### config.mk
export PLATFORM = sky130hd
export DESIGN_NAME = pwm_tick_tree
export DESIGN_NICKNAME = d
export VERILOG_FILES = /design/src/rtl/pwm_tick_pkg.sv /design/src/rtl/pwm_prescaler.sv /design/src/rtl/pwm_ext_sync.sv /design/src/rtl/pwm_chan_div.sv /design/src/rtl/pwm_tick_tree.sv
export SDC_FILE = /design/constraint.sdc
export NUM_CORES = 1
export LEC_CHECK = 0
export CAP_MARGIN = 20
export CORE_MARGIN = 5
export CORE_UTILIZATION = 25
export DETAILED_ROUTE_END_ITERATION = 10
export DONT_BUFFER_PORTS = 1
export PLACE_DENSITY = 0.34
export SETUP_SLACK_MARGIN = 0.05
export SLEW_MARGIN = 15
export SYNTH_ARGS = -nofsm -noshare
export SYNTH_HDL_FRONTEND = slang
export SYNTH_SLANG_ARGS = --single-unit
### constraint.sdc
create_clock -name clk -period 2.9 [get_ports clk]
set_clock_uncertainty 0.2 [all_clocks]
set_input_delay 0.29 -clock clk [delete_from_list [all_inputs] [get_ports clk]]
set_output_delay 0.29 -clock clk [all_outputs]
set_load 0.005 [all_outputs]
### src/rtl/pwm_tick_pkg.sv
package pwm_tick_pkg;
  localparam int CODE_W = 4;
  localparam int DIVC_W = 4;

  typedef struct packed {
    logic       ext;
    logic [2:0] shift;
  } sel_dec_t;

  function automatic sel_dec_t decode_sel(input logic [CODE_W-1:0] code,
                                          input logic variant_b);
    sel_dec_t d;
    if (!variant_b) begin
      d.ext = (code == 4'd4);
      if (code < 4'd4) d.shift = 3'(code[1:0]) + 3'd1;
      else             d.shift = 3'd4;
    end else begin
      d.ext = (code >= 4'd5);
      if (code <= 4'd4) d.shift = code[2:0];
      else              d.shift = 3'd4;
    end
    return d;
  endfunction
endpackage

### src/rtl/pwm_prescaler.sv
module pwm_prescaler #(
  parameter int W = 8
) (
  input  logic         clk,
  input  logic         rst_n,
  input  logic         restart,
  input  logic [W-1:0] div_val,
  output logic         tick_o
);
  logic [W-1:0] cnt;

  assign tick_o = (cnt == div_val);

  always_ff @(posedge clk) begin
    if (!rst_n || restart || tick_o) cnt <= '0;
    else                             cnt <= cnt + 1'b1;
  end
endmodule

### src/rtl/pwm_ext_sync.sv
module pwm_ext_sync (
  input  logic clk,
  input  logic rst_n,
  input  logic async_in,
  output logic rise_o
);
  logic [2:0] chain;

  always_ff @(posedge clk) begin
    if (!rst_n) chain <= '0;
    else        chain <= {chain[1:0], async_in};
  end

  assign rise_o = chain[1] & ~chain[2];
endmodule

### src/rtl/pwm_chan_div.sv
module pwm_chan_div
  import pwm_tick_pkg::*;
#(
  parameter bit VARIANT_B = 1'b0
) (
  input  logic              clk,
  input  logic              rst_n,
  input  logic              restart,
  input  logic [CODE_W-1:0] code,
  input  logic              pre_tick,
  input  logic              ext_rise,
  output logic              div_tick_o,
  output logic              ext_sel_o,
  output logic              tick_o
);
  sel_dec_t          dec;
  logic [DIVC_W-1:0] mask;
  logic [DIVC_W-1:0] dcnt;

  assign dec        = decode_sel(code, VARIANT_B);
  assign mask       = DIVC_W'((5'd1 << dec.shift) - 5'd1);
  assign div_tick_o = pre_tick && (dcnt == mask);
  assign ext_sel_o  = dec.ext;

  always_ff @(posedge clk) begin
    if (!rst_n || restart) begin
      dcnt <= '0;
    end else if (pre_tick) begin
      if (dcnt == mask) dcnt <= '0;
      else              dcnt <= dcnt + 1'b1;
    end
  end

  always_ff @(posedge clk) begin
    if (!rst_n || restart) tick_o <= 1'b0;
    else if (dec.ext)      tick_o <= ext_rise;
    else                   tick_o <= div_tick_o;
  end
endmodule

### src/rtl/pwm_tick_tree.sv
module pwm_tick_tree
  import pwm_tick_pkg::*;
#(
  parameter int NUM_CH    = 5,
  parameter int GRP0_CH   = 2,
  parameter int PRE_W     = 8,
  parameter bit VARIANT_B = 1'b0
) (
  input  logic                     clk,
  input  logic                     rst_n,
  input  logic                     cfg_pre_we,
  input  logic [2*PRE_W-1:0]       cfg_pre_wdata,
  input  logic                     cfg_sel_we,
  input  logic [NUM_CH*CODE_W-1:0] cfg_sel_wdata,
  input  logic [1:0]               ext_clk_in,
  output logic [NUM_CH-1:0]        tick_o
);
  localparam int NUM_GRP = 2;

  logic [2*PRE_W-1:0]       pre_q;
  logic [NUM_CH*CODE_W-1:0] sel_q;
  logic [NUM_GRP-1:0]       ptick;
  logic [NUM_GRP-1:0]       ext_rise;
  logic [NUM_CH-1:0]        chan_dtick;
  logic [NUM_CH-1:0]        chan_ext;
  logic                     chan_restart;

  assign chan_restart = cfg_pre_we | cfg_sel_we;

  always_ff @(posedge clk) begin
    if (!rst_n) begin
      pre_q <= '0;
      sel_q <= '0;
    end else begin
      if (cfg_pre_we) pre_q <= cfg_pre_wdata;
      if (cfg_sel_we) sel_q <= cfg_sel_wdata;
    end
  end

  for (genvar g = 0; g < NUM_GRP; g++) begin : g_grp
    pwm_prescaler #(.W(PRE_W)) u_pre (
      .clk     (clk),
      .rst_n   (rst_n),
      .restart (cfg_pre_we),
      .div_val (pre_q[g*PRE_W +: PRE_W]),
      .tick_o  (ptick[g])
    );
    pwm_ext_sync u_sync (
      .clk      (clk),
      .rst_n    (rst_n),
      .async_in (ext_clk_in[g]),
      .rise_o   (ext_rise[g])
    );
  end

  for (genvar i = 0; i < NUM_CH; i++) begin : g_ch
    localparam int GRP = (i < GRP0_CH) ? 0 : 1;
    pwm_chan_div #(.VARIANT_B(VARIANT_B)) u_div (
      .clk        (clk),
      .rst_n      (rst_n),
      .restart    (chan_restart),
      .code       (sel_q[i*CODE_W +: CODE_W]),
      .pre_tick   (ptick[GRP]),
      .ext_rise   (ext_rise[GRP]),
      .div_tick_o (chan_dtick[i]),
      .ext_sel_o  (chan_ext[i]),
      .tick_o     (tick_o[i])
    );
  end
endmodule

==> impl_metrics.json <==
{
  "outcome": "completed",
  "clock_sinks": 83,
  "h-tree-depth": 3,
  "wl_met2_um": 4260,
  "required_ns": 2.92,
  "m1WireLength_um": 4970,
  "setup_tns_ns": 0,
  "worstRegToRegCells": 9,
  "die_area_mm2": 0.0197,
  "synth-async-reset-ratio_pct": 0,
  "finalSetupViolations": 0,
  "cts_root_buf": "clkbuf_16",
  "reg2reg_slack_ns": 0.19,
  "critPathLaunchType": "flip-flop",
  "io_pins": 47,
  "yosysWarnings": 0,
  "synthMostInstantiatedCell": "dfxtp_1",
  "power.leakage_uw": 0.00213,
  "gp_congestion": 0.743,
  "grt_max_degree": 42,
  "dpl_cell_area_mm2": 0.00444,
  "synth_area_mm2": 0.00424,
  "slew_headroom_pct": 51.5,
  "antenna_found_initial": 1,
  "synthDistinctLibCells": 44,
  "vias_per_cell": 4.41,
  "antennaDiodeCount": 0,
  "vdd_drop_max_v": 0.000278,
  "vias": 3282,
  "cts_buffer_depth": 2,
  "cp_max_fo": 5,
  "drtIter0Drc": 118,
  "cp-end-kind": "flip-flop",
  "grt_pass1_vias": 3240,
  "fmax_mhz": 369,
  "synth_area_leader_cell": "dfxtp_1",
  "postCtsSetupRepairBufs": 0,
  "worst_pin_slew_ns": 0.727,
  "die_x_um": 140,
  "wl_per_cell_um": 13.2,
  "hold_viol": 0,
  "slew_violations": 0,
  "path_cells": "ha_1, or3_4, or3_4, ha_1, xnor2_2, xor2_1, o31a_1, nor4_2, nor3_1",
  "dp_hpwl_um": 6620,
  "grt_pass1_wl_um": 16600,
  "clk_pin_slew_worst_paths_ns": 0.06,
  "dp_cells": 653,
  "postRouteAntennaNets": 0,
  "cts_tree": "built",
  "synthToLayoutAreaGrowth_pct": 33.4,
  "synth_seq_cells": 83,
  "final_cells": 744,
  "yosys-top-cells-area": "dfxtp_1, mux2i_1, ha_1",
  "finalWirelength_um": 9820,
  "syn-num-nets": 511,
  "r2r_start": "sel_q[0]$_SDFFE_PN0P_",
  "slowest_stage": "or3_4",
  "grt_use_total_pct": 10.4,
  "nets": 584,
  "startpoint": "sel_q[0]$_SDFFE_PN0P_",
  "design_area_mm2": 0.00565,
  "fillers": 1730,
  "yosys_most_used_dff": "dfxtp_1",
  "die_h_um": 140,
  "maxCapViolations": 0,
  "fin_crit_sh_pct": 93.5,
  "total_power_uw": 3080,
  "slowest_delay_ns": 0.36,
  "ff_latch_area_mm2": 0.00166,
  "rsz0062_at_grt": "true",
  "fp-row-count": 47,
  "ys_seq_area_share_pct": 39.2,
  "synth_common_cells": "dfxtp_1, mux2i_1, nor2b_1, nand3_1, xnor2_1",
  "synth_top_cell_area_share_pct": 39.2,
  "power.density_mw_per_mm2": 545,
  "synth_cells": 447,
  "fin_crit_ns": 2.71,
  "insertion_delay_ns": 0.34,
  "routed.top_layer": "met4",
  "cp.arrival_ns": 2.74,
  "utilization_pct": 34.1,
  "syn_avg_cell_area_um2": 9.48,
  "grt_overflow": 0,
  "synth-edff-count": 0,
  "dr.pass1.iters": 4,
  "crit_type": "flip-flop to flip-flop",
  "portBuffers": 0,
  "wl_met3_um": 404,
  "coreArea_mm2": 0.0166,
  "reg2reg_to": "g_ch[0].u_div.dcnt[2]$_SDFFE_PP0N_",
  "route.detailed.drc": 0,
  "hold_path_class": "primary input to flip-flop",
  "multiInputGateArea_mm2": 0.00250,
  "drive_above_1_share_pct": 7.82,
  "cts_buffers": 9,
  "initial_core_util_pct": 25.6,
  "setup.worst_path.end": "g_ch[0].u_div.dcnt[2]$_SDFFE_PP0N_"
}
==> critical path, delay by kind of cell, from the launching register on <==
| kind | cells | cell delay [ns] |
|---|---|---|
| compound gates | 1 | 0.29 |
| flops | 1 | 0.34 |
| simple gates | 4 | 1.02 |
| fa+ha+maj | 2 | 0.44 |
| xor+xnor | 2 | 0.32 |
==> kinds of logic after synthesis <==
| logic type | Yosys count | share of synthesized area [%] |
|---|---|---|
| AOI/OAI and AO/OA | 34 | 5.11 |
| buffers and inverters | 31 | 3.51 |
| xor gates and xnor gates | 45 | 9.48 |
| and+or+nand+nor | 186 | 25.3 |
| adders and majority gates | 22 | 6.50 |
| muxes | 46 | 10.9 |
| DFF | 83 | 39.2 |
==> routing by layer <==
metal	up-vias	GRT usage (%)
li1	1694	-
met2	50	15.3
met1	1526	14.6
met4	0	4.44
met3	12	2.39
met5	-	0
==> power by group <==
group          switching (µW)  total [µW]  internal (µW)
clock network             468        1410            946
registers                38.3        1220           1180
logic                     198         447            249
total                     705        3080           2370
==> sequential cells by signal, indices dropped and copies added (netlist names) <==
name                count
g_ch.u_div.tick_o       5
g_grp.u_pre.cnt        16
g_grp.u_sync.chain      6
sel_q                  20
g_ch.u_div.dcnt        20
pre_q                  16
==> per-stage QoR <==
stage / hold WS, ns / worst slack, ns
floorplan: 0.212 / 0.263
global placement: 0.217 / 0.121
detailed placement: 0.222 / 0.105
CTS: 0.0347 / 0.0950
global route: 0.0492 / -0.0123
finish: 0.0433 / 0.188
==> timing repair <==
item                       4_1_cts  5_1_grt
gates resized for setup          0       13
hold endpoints to repair        42        0
setup endpoints to repair        0       20
hold buffers                    76        0
==> layout make-up <==
type	instances	share of cell area (%)
clock buffer	10	4.23
clock inverter	5	2.21
inverter	13	0.863
multi-input combinational	333	44.2
sequential	83	29.4
tap	220	4.87
timing repair buffer	80	14.2
==> layout by cell type (no fill, tap or decap), drive strengths merged, types with 2 or more instances in the layout <==
cell	n
dfxtp	83
dlygate4sd3	75
mux2i	46
nor2b	41
nand3	30
xnor2	28
nor2	23
nand2	22
ha	22
xor2	17
nor3	17
inv	13
o21ai	13
clkbuf	10
and3	9
or3	9
and2	8
nor4	8
nand4	7
a21oi	7
buf	5
o31a	4
bufinv	4
a31oi	3
and3b	3
or2	2
nand3b	2
a32o	2
a211o	2
==> how the worst min path moves through the flow <==
| stage | from | end | slack, ns | cells after the start |
|---|---|---|---|---|
| after CTS | cfg_pre_we | g_grp[1].u_pre.cnt[1]$_SDFF_PP0_ | 0.03 | 2 |
| after global placement | g_grp[0].u_sync.chain[0]$_SDFF_PN0_ | g_grp[0].u_sync.chain[1]$_SDFF_PN0_ | 0.22 | 1 |
| final | cfg_pre_we | g_grp[0].u_pre.cnt[1]$_SDFF_PP0_ | 0.04 | 2 |
| after detailed placement | ext_clk_in[0] | g_grp[0].u_sync.chain[0]$_SDFF_PN0_ | 0.22 | 1 |
| after floorplan | g_grp[0].u_sync.chain[0]$_SDFF_PN0_ | g_grp[0].u_sync.chain[1]$_SDFF_PN0_ | 0.21 | 1 |
| after global routing | cfg_pre_we | g_grp[1].u_pre.cnt[1]$_SDFF_PP0_ | 0.05 | 2 |
(Power assumes the default switching activity.)
